[src/rtl/ttWindowPkg.sv]
package ttWindowPkg;
  // strobes from control to datapath
  typedef struct packed {
    logic capture;
  } ctlStrobes_t;
endpackage

[src/rtl/ttWindowCtl.sv]
module ttWindowCtl
  import ttWindowPkg::*;
(
  input  logic        clk,
  input  logic        rstN,
  input  logic        reqValid,
  output ctlStrobes_t strobes,
  output logic        respValid
);
  always_comb strobes.capture = reqValid;

  always_ff @(posedge clk or negedge rstN) begin
    if (!rstN) respValid <= 1'b0;
    else       respValid <= reqValid;
  end

  // response follows every request by exactly one cycle
  assert_resp_follows_R2: assert property (@(posedge clk) disable iff (!rstN)
    reqValid |=> respValid);
  assert_no_spurious_resp_R2: assert property (@(posedge clk) disable iff (!rstN)
    !reqValid |=> !respValid);
endmodule

[src/rtl/ttWindowDatapath.sv]
module ttWindowDatapath
  import ttWindowPkg::*;
#(
  parameter int ADDR_W  = 32,
  parameter int CMP_W   = 8,
  parameter int NUM_WIN = 2,
  parameter int EN_BIT  = 15
) (
  input  logic                           clk,
  input  logic                           rstN,
  input  ctlStrobes_t                    strobes,
  input  logic [ADDR_W-1:0]              addrIn,
  input  logic [NUM_WIN-1:0][ADDR_W-1:0] winRegs,
  output logic                           hitFlag,
  output logic [$clog2(NUM_WIN)-1:0]     hitIndex,
  output logic [ADDR_W-1:0]              physAddr
);
  localparam int IDX_W    = $clog2(NUM_WIN);
  localparam int BASE_LSB = ADDR_W - CMP_W;
  localparam int MASK_LSB = BASE_LSB - CMP_W;

  logic [NUM_WIN-1:0] winHit;
  logic               anyHit;
  logic [IDX_W-1:0]   winIdx;

  for (genvar w = 0; w < NUM_WIN; w++) begin : g_win
    logic [CMP_W-1:0] baseVal;
    logic [CMP_W-1:0] careMask;
    logic [CMP_W-1:0] diffBits;
    always_comb begin
      baseVal   = winRegs[w][ADDR_W-1:BASE_LSB];
      careMask  = ~winRegs[w][BASE_LSB-1:MASK_LSB];
      diffBits  = (addrIn[ADDR_W-1:BASE_LSB] ^ baseVal) & careMask;
      winHit[w] = winRegs[w][EN_BIT] && (diffBits == '0);
    end
  end

  // lowest index wins
  always_comb begin
    anyHit = 1'b0;
    winIdx = '0;
    for (int i = NUM_WIN - 1; i >= 0; i--) begin
      if (winHit[i]) begin
        anyHit = 1'b1;
        winIdx = IDX_W'(i);
      end
    end
  end

  always_ff @(posedge clk or negedge rstN) begin
    if (!rstN) begin
      hitFlag  <= 1'b0;
      hitIndex <= '0;
      physAddr <= '0;
    end else if (strobes.capture) begin
      hitFlag  <= anyHit;
      hitIndex <= winIdx;
      physAddr <= anyHit ? addrIn : '0;
    end
  end

  // a hit passes the requested address through
  assert_hit_passthru_R7: assert property (@(posedge clk) disable iff (!rstN)
    strobes.capture |=> (!hitFlag || physAddr == $past(addrIn)));
  // a miss leaves index and address at zero
  assert_miss_clean_R8: assert property (@(posedge clk) disable iff (!rstN)
    !hitFlag |-> (hitIndex == '0 && physAddr == '0));
  // all windows disabled means no hit
  assert_disabled_nohit_R3: assert property (@(posedge clk) disable iff (!rstN)
    (strobes.capture && !winRegs[0][EN_BIT] && !winRegs[NUM_WIN-1][EN_BIT])
      |=> !hitFlag);
  // exact match on window 0 wins
  assert_win0_priority_R6: assert property (@(posedge clk) disable iff (!rstN)
    (strobes.capture && winRegs[0][EN_BIT] &&
     winRegs[0][ADDR_W-1:BASE_LSB] == addrIn[ADDR_W-1:BASE_LSB])
      |=> (hitFlag && hitIndex == '0));
  // results hold while idle
  assert_hold_idle_R10: assert property (@(posedge clk) disable iff (!rstN)
    !strobes.capture |=> ($stable(hitFlag) && $stable(hitIndex) && $stable(physAddr)));
endmodule

[src/rtl/ttWindowMatch.sv]
module ttWindowMatch
  import ttWindowPkg::*;
#(
  parameter int ADDR_W = 32,
  parameter int CMP_W  = 8,
  parameter int EN_BIT = 15
) (
  input  logic              clk,
  input  logic              rstN,
  input  logic              reqValid,
  input  logic [ADDR_W-1:0] addrIn,
  input  logic [ADDR_W-1:0] win0Reg,
  input  logic [ADDR_W-1:0] win1Reg,
  output logic              respValid,
  output logic              hitFlag,
  output logic              hitIndex,
  output logic [ADDR_W-1:0] physAddr,
  output logic [ADDR_W-1:0] descPtr
);
  localparam int NUM_WIN = 2;

  ctlStrobes_t                    strobes;
  logic [NUM_WIN-1:0][ADDR_W-1:0] winRegs;

  always_comb begin
    winRegs[0] = win0Reg;
    winRegs[1] = win1Reg;
    descPtr    = '0;
  end

  ttWindowCtl u_ctl (
    .clk       (clk),
    .rstN      (rstN),
    .reqValid  (reqValid),
    .strobes   (strobes),
    .respValid (respValid)
  );

  ttWindowDatapath #(
    .ADDR_W  (ADDR_W),
    .CMP_W   (CMP_W),
    .NUM_WIN (NUM_WIN),
    .EN_BIT  (EN_BIT)
  ) u_dp (
    .clk      (clk),
    .rstN     (rstN),
    .strobes  (strobes),
    .addrIn   (addrIn),
    .winRegs  (winRegs),
    .hitFlag  (hitFlag),
    .hitIndex (hitIndex),
    .physAddr (physAddr)
  );
endmodule

[config.mk]
export PLATFORM = sky130hd
export DESIGN_NAME = ttWindowMatch
export DESIGN_NICKNAME = d
export VERILOG_FILES = /design/src/rtl/ttWindowPkg.sv /design/src/rtl/ttWindowCtl.sv /design/src/rtl/ttWindowDatapath.sv /design/src/rtl/ttWindowMatch.sv
export SDC_FILE = /design/constraint.sdc
export NUM_CORES = 1
export LEC_CHECK = 0
export BUFFER_PORTS_ARGS = -buffer_cell sky130_fd_sc_hd__buf_4
export CORE_UTILIZATION = 36
export DETAILED_ROUTE_END_ITERATION = 12
export GPL_ROUTABILITY_DRIVEN = 0
export PLACE_DENSITY = 0.8
export SYNTH_ARGS = -nofsm -noshare
export SYNTH_HDL_FRONTEND = slang
export SYNTH_HIERARCHICAL = 1
export SYNTH_SLANG_ARGS = --single-unit
[constraint.sdc]
create_clock -name clk -period 0.8 [get_ports clk]
set_input_delay 0.08 -clock clk [delete_from_list [all_inputs] [get_ports clk]]
set_output_delay 0.08 -clock clk [all_outputs]
set_load 0.03 [all_outputs]
# == After elaboration in Yosys (flattened, before gate mapping) ==
# Index checks and enable logic that the tools add are counted.
# op_classes
mux,4
bitwise,6
reduce_logical,4
# op_table
op,count
$mux W32,1
$and A8 B8 Y8,2
$logic_not A8 Y1,2
$not A8 Y8,2
$xor A8 B8 Y8,2
$mux W1,3
$logic_and A1 B1 Y1,2
# word_totals
register_bits,35
out_inout_bits,67
elab_cells,18
in_bits,99

# == Longest topological paths before layout ==
# logic_depth
depth_word,7
depth_mapped,6
ltp_nobuf,5

# == Modules after synthesis ==
# Netlist, hierarchy kept.
# by_module_without_submodules
module,area_each_um2,seq_area_each_um2,cells_per_inst,instances
ttWindowDatapath,1829.3,850.8,177,1
ttWindowMatch,244.0,0.0,33,1
ttWindowCtl,32.5,25.0,2,1

# == Worst setup path before layout ==
# No wires, ideal clock.
# synth_timing
kind,input port to flip-flop
start,input reqValid
end,register u_dp.physAddr[0]
path_slack_ps,-484
arrival_ps,1140
setup_time_ps,144
stages,5
path_buffers,4
t_required_ps,656
path_cell_list,buf_4 -> buf_2 -> clkbuf_1 -> clkbuf_1 -> o22ai_2
# synth_lines
item,line,source
from (decl),ttWindowMatch.sv:10,"input logic reqValid,"
to (signal assigned),ttWindowDatapath.sv:58,physAddr <= anyHit ? addrIn : '0;
to (decl),ttWindowDatapath.sv:16,output logic [ADDR_W-1:0] physAddr
# No word-level cell between the ends.

# == Final worst setup path ==
# layout_timing
start,input addrIn[27]
end,register u_dp.hitFlag
# layout_via
elab_chain_len,6
elab_cells_between_ends,10
cone_classes,2 x mux; 4 x bitwise; 4 x reduce/logical
# layout_rtl
item,line,source
from (decl),ttWindowMatch.sv:11,"input logic [ADDR_W-1:0] addrIn,"
$xor A8 B8 Y8,ttWindowDatapath.sv:33,diffBits = (addrIn[ADDR_W-1:BASE_LSB] ^ baseVal) & careMask;
$and A8 B8 Y8,ttWindowDatapath.sv:33,
$logic_not A8 Y1,ttWindowDatapath.sv:34,winHit[w] = winRegs[w][EN_BIT] && (diffBits == '0);
$logic_and A1 B1 Y1,ttWindowDatapath.sv:34,
$mux W1,ttWindowDatapath.sv:43,if (winHit[i]) begin
$mux W1 *,ttWindowDatapath.sv:43,
to (signal assigned),ttWindowDatapath.sv:56,hitFlag <= anyHit;
to (decl),ttWindowDatapath.sv:14,"output logic hitFlag,"
# Mark *: on every way between the ends. The rest lies on a longest branch, timed or not.
# A chain may end at the register's enable or synchronous reset.

==> impl_metrics.toml <==
[outcome]
outcome = "complete, but fails checks"
violations = "negative setup slack"

[global_routing]
grt_pass1_vias = 1691
grt_pass1_wl_um = 7670
antenna_found_initial = 0
overflow = 0
grt_start_max_net_pins = 36
track_usage_pct = 16.1

[layout]
diodes = 0
fin_util_pct = 62.0
nNetsFinal = 433
final.fill_count = 459
design_area_sq_um = 3460
area_growth_pct = 64.2
drive_gt1_share_pct = 56.1

[drt]
drt-initial-drc-count = 17
antenna_left = 0
routed_via_density = 4.39
drt_pre_antenna_iters = 4
avgRoutedWirePerCell_um = 12.5
wl_um = 5080
remaining_drc_errors = 0
routed-via-count = 1788

[clock_network]
insertion_delay_ns = 0.27
numCtsBuffers = 5
cts_tree = "yes"
root_buffer = "clkbuf_8"
cts.sinks = 35
clk_pin_slew_ns = 0.07
cts.htree.levels = 2
cts_buffer_depth = 2

[setup_path]
end_kind = "flip-flop"
critPathKind = "in -> reg"
crit_fanout = 12
r2r_setup_slack_ns = 0.02
timing.rr.start = "u_dp/physAddr[24]"
cp.arrival_ns = 1.22
setup.worst_path.start = "addrIn[27]"
reg2reg_depth = 3
endpoint = "u_dp/hitFlag"
rr_endpoint = "u_dp/physAddr[24]"
worst-endpoint-required_ns = 1.01
startpoint_type = "primary input"

[placed_design]
place_area_sq_um = 2920
numPortBuffers = 103
hpwl_um = 3670

[sta]
timing.final.crit_share_pct = 126
fin_hold_ws_ns = 0.0564
hold_violations = 0
max_freq_mhz = 991
setup_viol = 68
fin_crit_ns = 1.01
finClkSkew_ns = 0
slew_viol_final = 0
rsz0062_at_grt = "true"
layout_setup_ws_ns = -0.209

[power]
power.leakage_nw = 1.69
p_total_w = 0.00513
powerDensity_nw_per_um2 = 1480
vdd_ir_drop_max_v = 0.000745

[logic_synthesis]
yosysMostFrequentCell = "dfrtp_1"
ys_ff_latch = 35
synth-main-ff-cell = "dfrtp_1"
synth_largest_area_cell = "dfrtp_1"
yosys-top-cells-area = "dfrtp_1 42%, o22ai_2 18%, buf_4 12%"
yosys_warnings = 6
avgSynthCellArea_sq_um = 9.93
async_flop_share_pct = 100
yosysSeqAreaShare_pct = 41.6
ys_types = 20
synth_top_cell_area_share_pct = 41.6
synth-edff-count = 0
synth.top_cells.by_count = "35 x dfrtp_1, 33 x buf_4, 32 x inv_1, 32 x nand2_1, 31 x o22ai_2"
synth_area_sq_um = 2110
netlist_instances = 212

[die]
fp.coreArea_sq_um = 5570
die_h_um = 78.5
io-pin-count = 166
start_util_pct = 37.8
die-area_sq_um = 6160
die_x_um = 78.5
num_rows = 27

[flow_run]
drv_cap = 0

[min_path]
hold_path.class = "in -> reg"
hold_path_depth = 3
==> power breakdown <==
part           switching (W)  internal [W]
combinational       0.000954      0.000858
clock               0.000583      0.000785
sequential         0.0000771       0.00187
==> area by class of cell <==
| cell class | count | area [sq um] | share of cell area, % |
|---|---|---|---|
| repair buffers | 128 | 1220 | 35.3 |
| multi-input cells | 132 | 1050 | 30.4 |
| flip-flops and latches | 35 | 876 | 25.3 |
| inverters | 32 | 120 | 3.47 |
| clock buffers | 8 | 100 | 2.89 |
| well taps | 72 | 90.1 | 2.60 |
==> critical path, cell delays in order <==
cell     delay, ns
buf_8         0.11
xnor2_2       0.15
o22ai_2       0.12
nor3_4        0.23
a22oi_4       0.11
buf_12        0.15
buf_12        0.14
a21oi_2       0.12
==> registers in the layout (all words and copies together), names as in the netlist <==
name / count
u_dp/hitIndex: 1
u_dp/hitFlag: 1
u_ctl/respValid: 1
u_dp/physAddr: 32
==> timing repair <==
action	CTS	global route
buffers inserted	7	1
pin swaps	2	11
hold buffers	1	0
gates resized for setup	44	27
endpoints found under the hold margin	35	0
setup endpoints to repair	69	69
cloned	0	2
==> layer usage <==
layer / vias to the layer above / wire (um) / GRT usage [%]
met1: 829 / 1980 / 18.0
li1: 863 / - / -
met2: 94 / 2710 / 29.1
met4: 0 / 18 / 4.63
met3: 2 / 365 / 5.23
met5: - / 0 / 0
==> cells by family (layout without fill, tap and decap cells) <==
family                 Yosys count  after routing  synth area share, %
buffers and inverters           76            168                 20.6
AO/OA/AOI/OAI                   44             44                 23.2
AND/OR/NAND/NOR                 40             40                 7.84
flip-flops                      35             35                 41.6
XOR/XNOR                        16             16                 6.65
other                            1             32                0.178
==> how the worst min path moves through the flow <==
stage,startpoint,end,slack (ns)
after detailed placement,rstN,u_dp/physAddr[14],0.06
after CTS,addrIn[0],u_dp/physAddr[0],0.03
after floorplan,rstN,u_ctl/respValid,-0.22
after global routing,addrIn[8],u_dp/physAddr[8],0.04
after global placement,rstN,u_dp/physAddr[14],0.06
final,addrIn[8],u_dp/physAddr[8],0.06
==> cells in the final DEF, fill, tap and decap left out, types with 2 or more instances in the layout <==
master	instances
nor2_2	2
conb_1	32
xnor2_1	6
clkbuf_8	7
xnor2_2	9
buf_12	4
buf_8	3
buf_4	74
inv_1	32
nand2_1	32
nor2_1	4
o22ai_2	37
dfrtp_1	35
buf_6	45
==> per-stage QoR <==
stage / instances / setup WS, ns / TNS, ns
6_report: 407 / -0.209 / -9.24
5_1_grt: 407 / -0.256 / -11.75
4_1_cts: 404 / -0.216 / -9.49
3_5_place_dp: 388 / -0.528 / -16.91
3_3_place_gp: 388 / -0.479 / -15.27
2_1_floorplan: 243 / -0.271 / -8.25
Note: power is estimated with default switching activity, not from simulation.
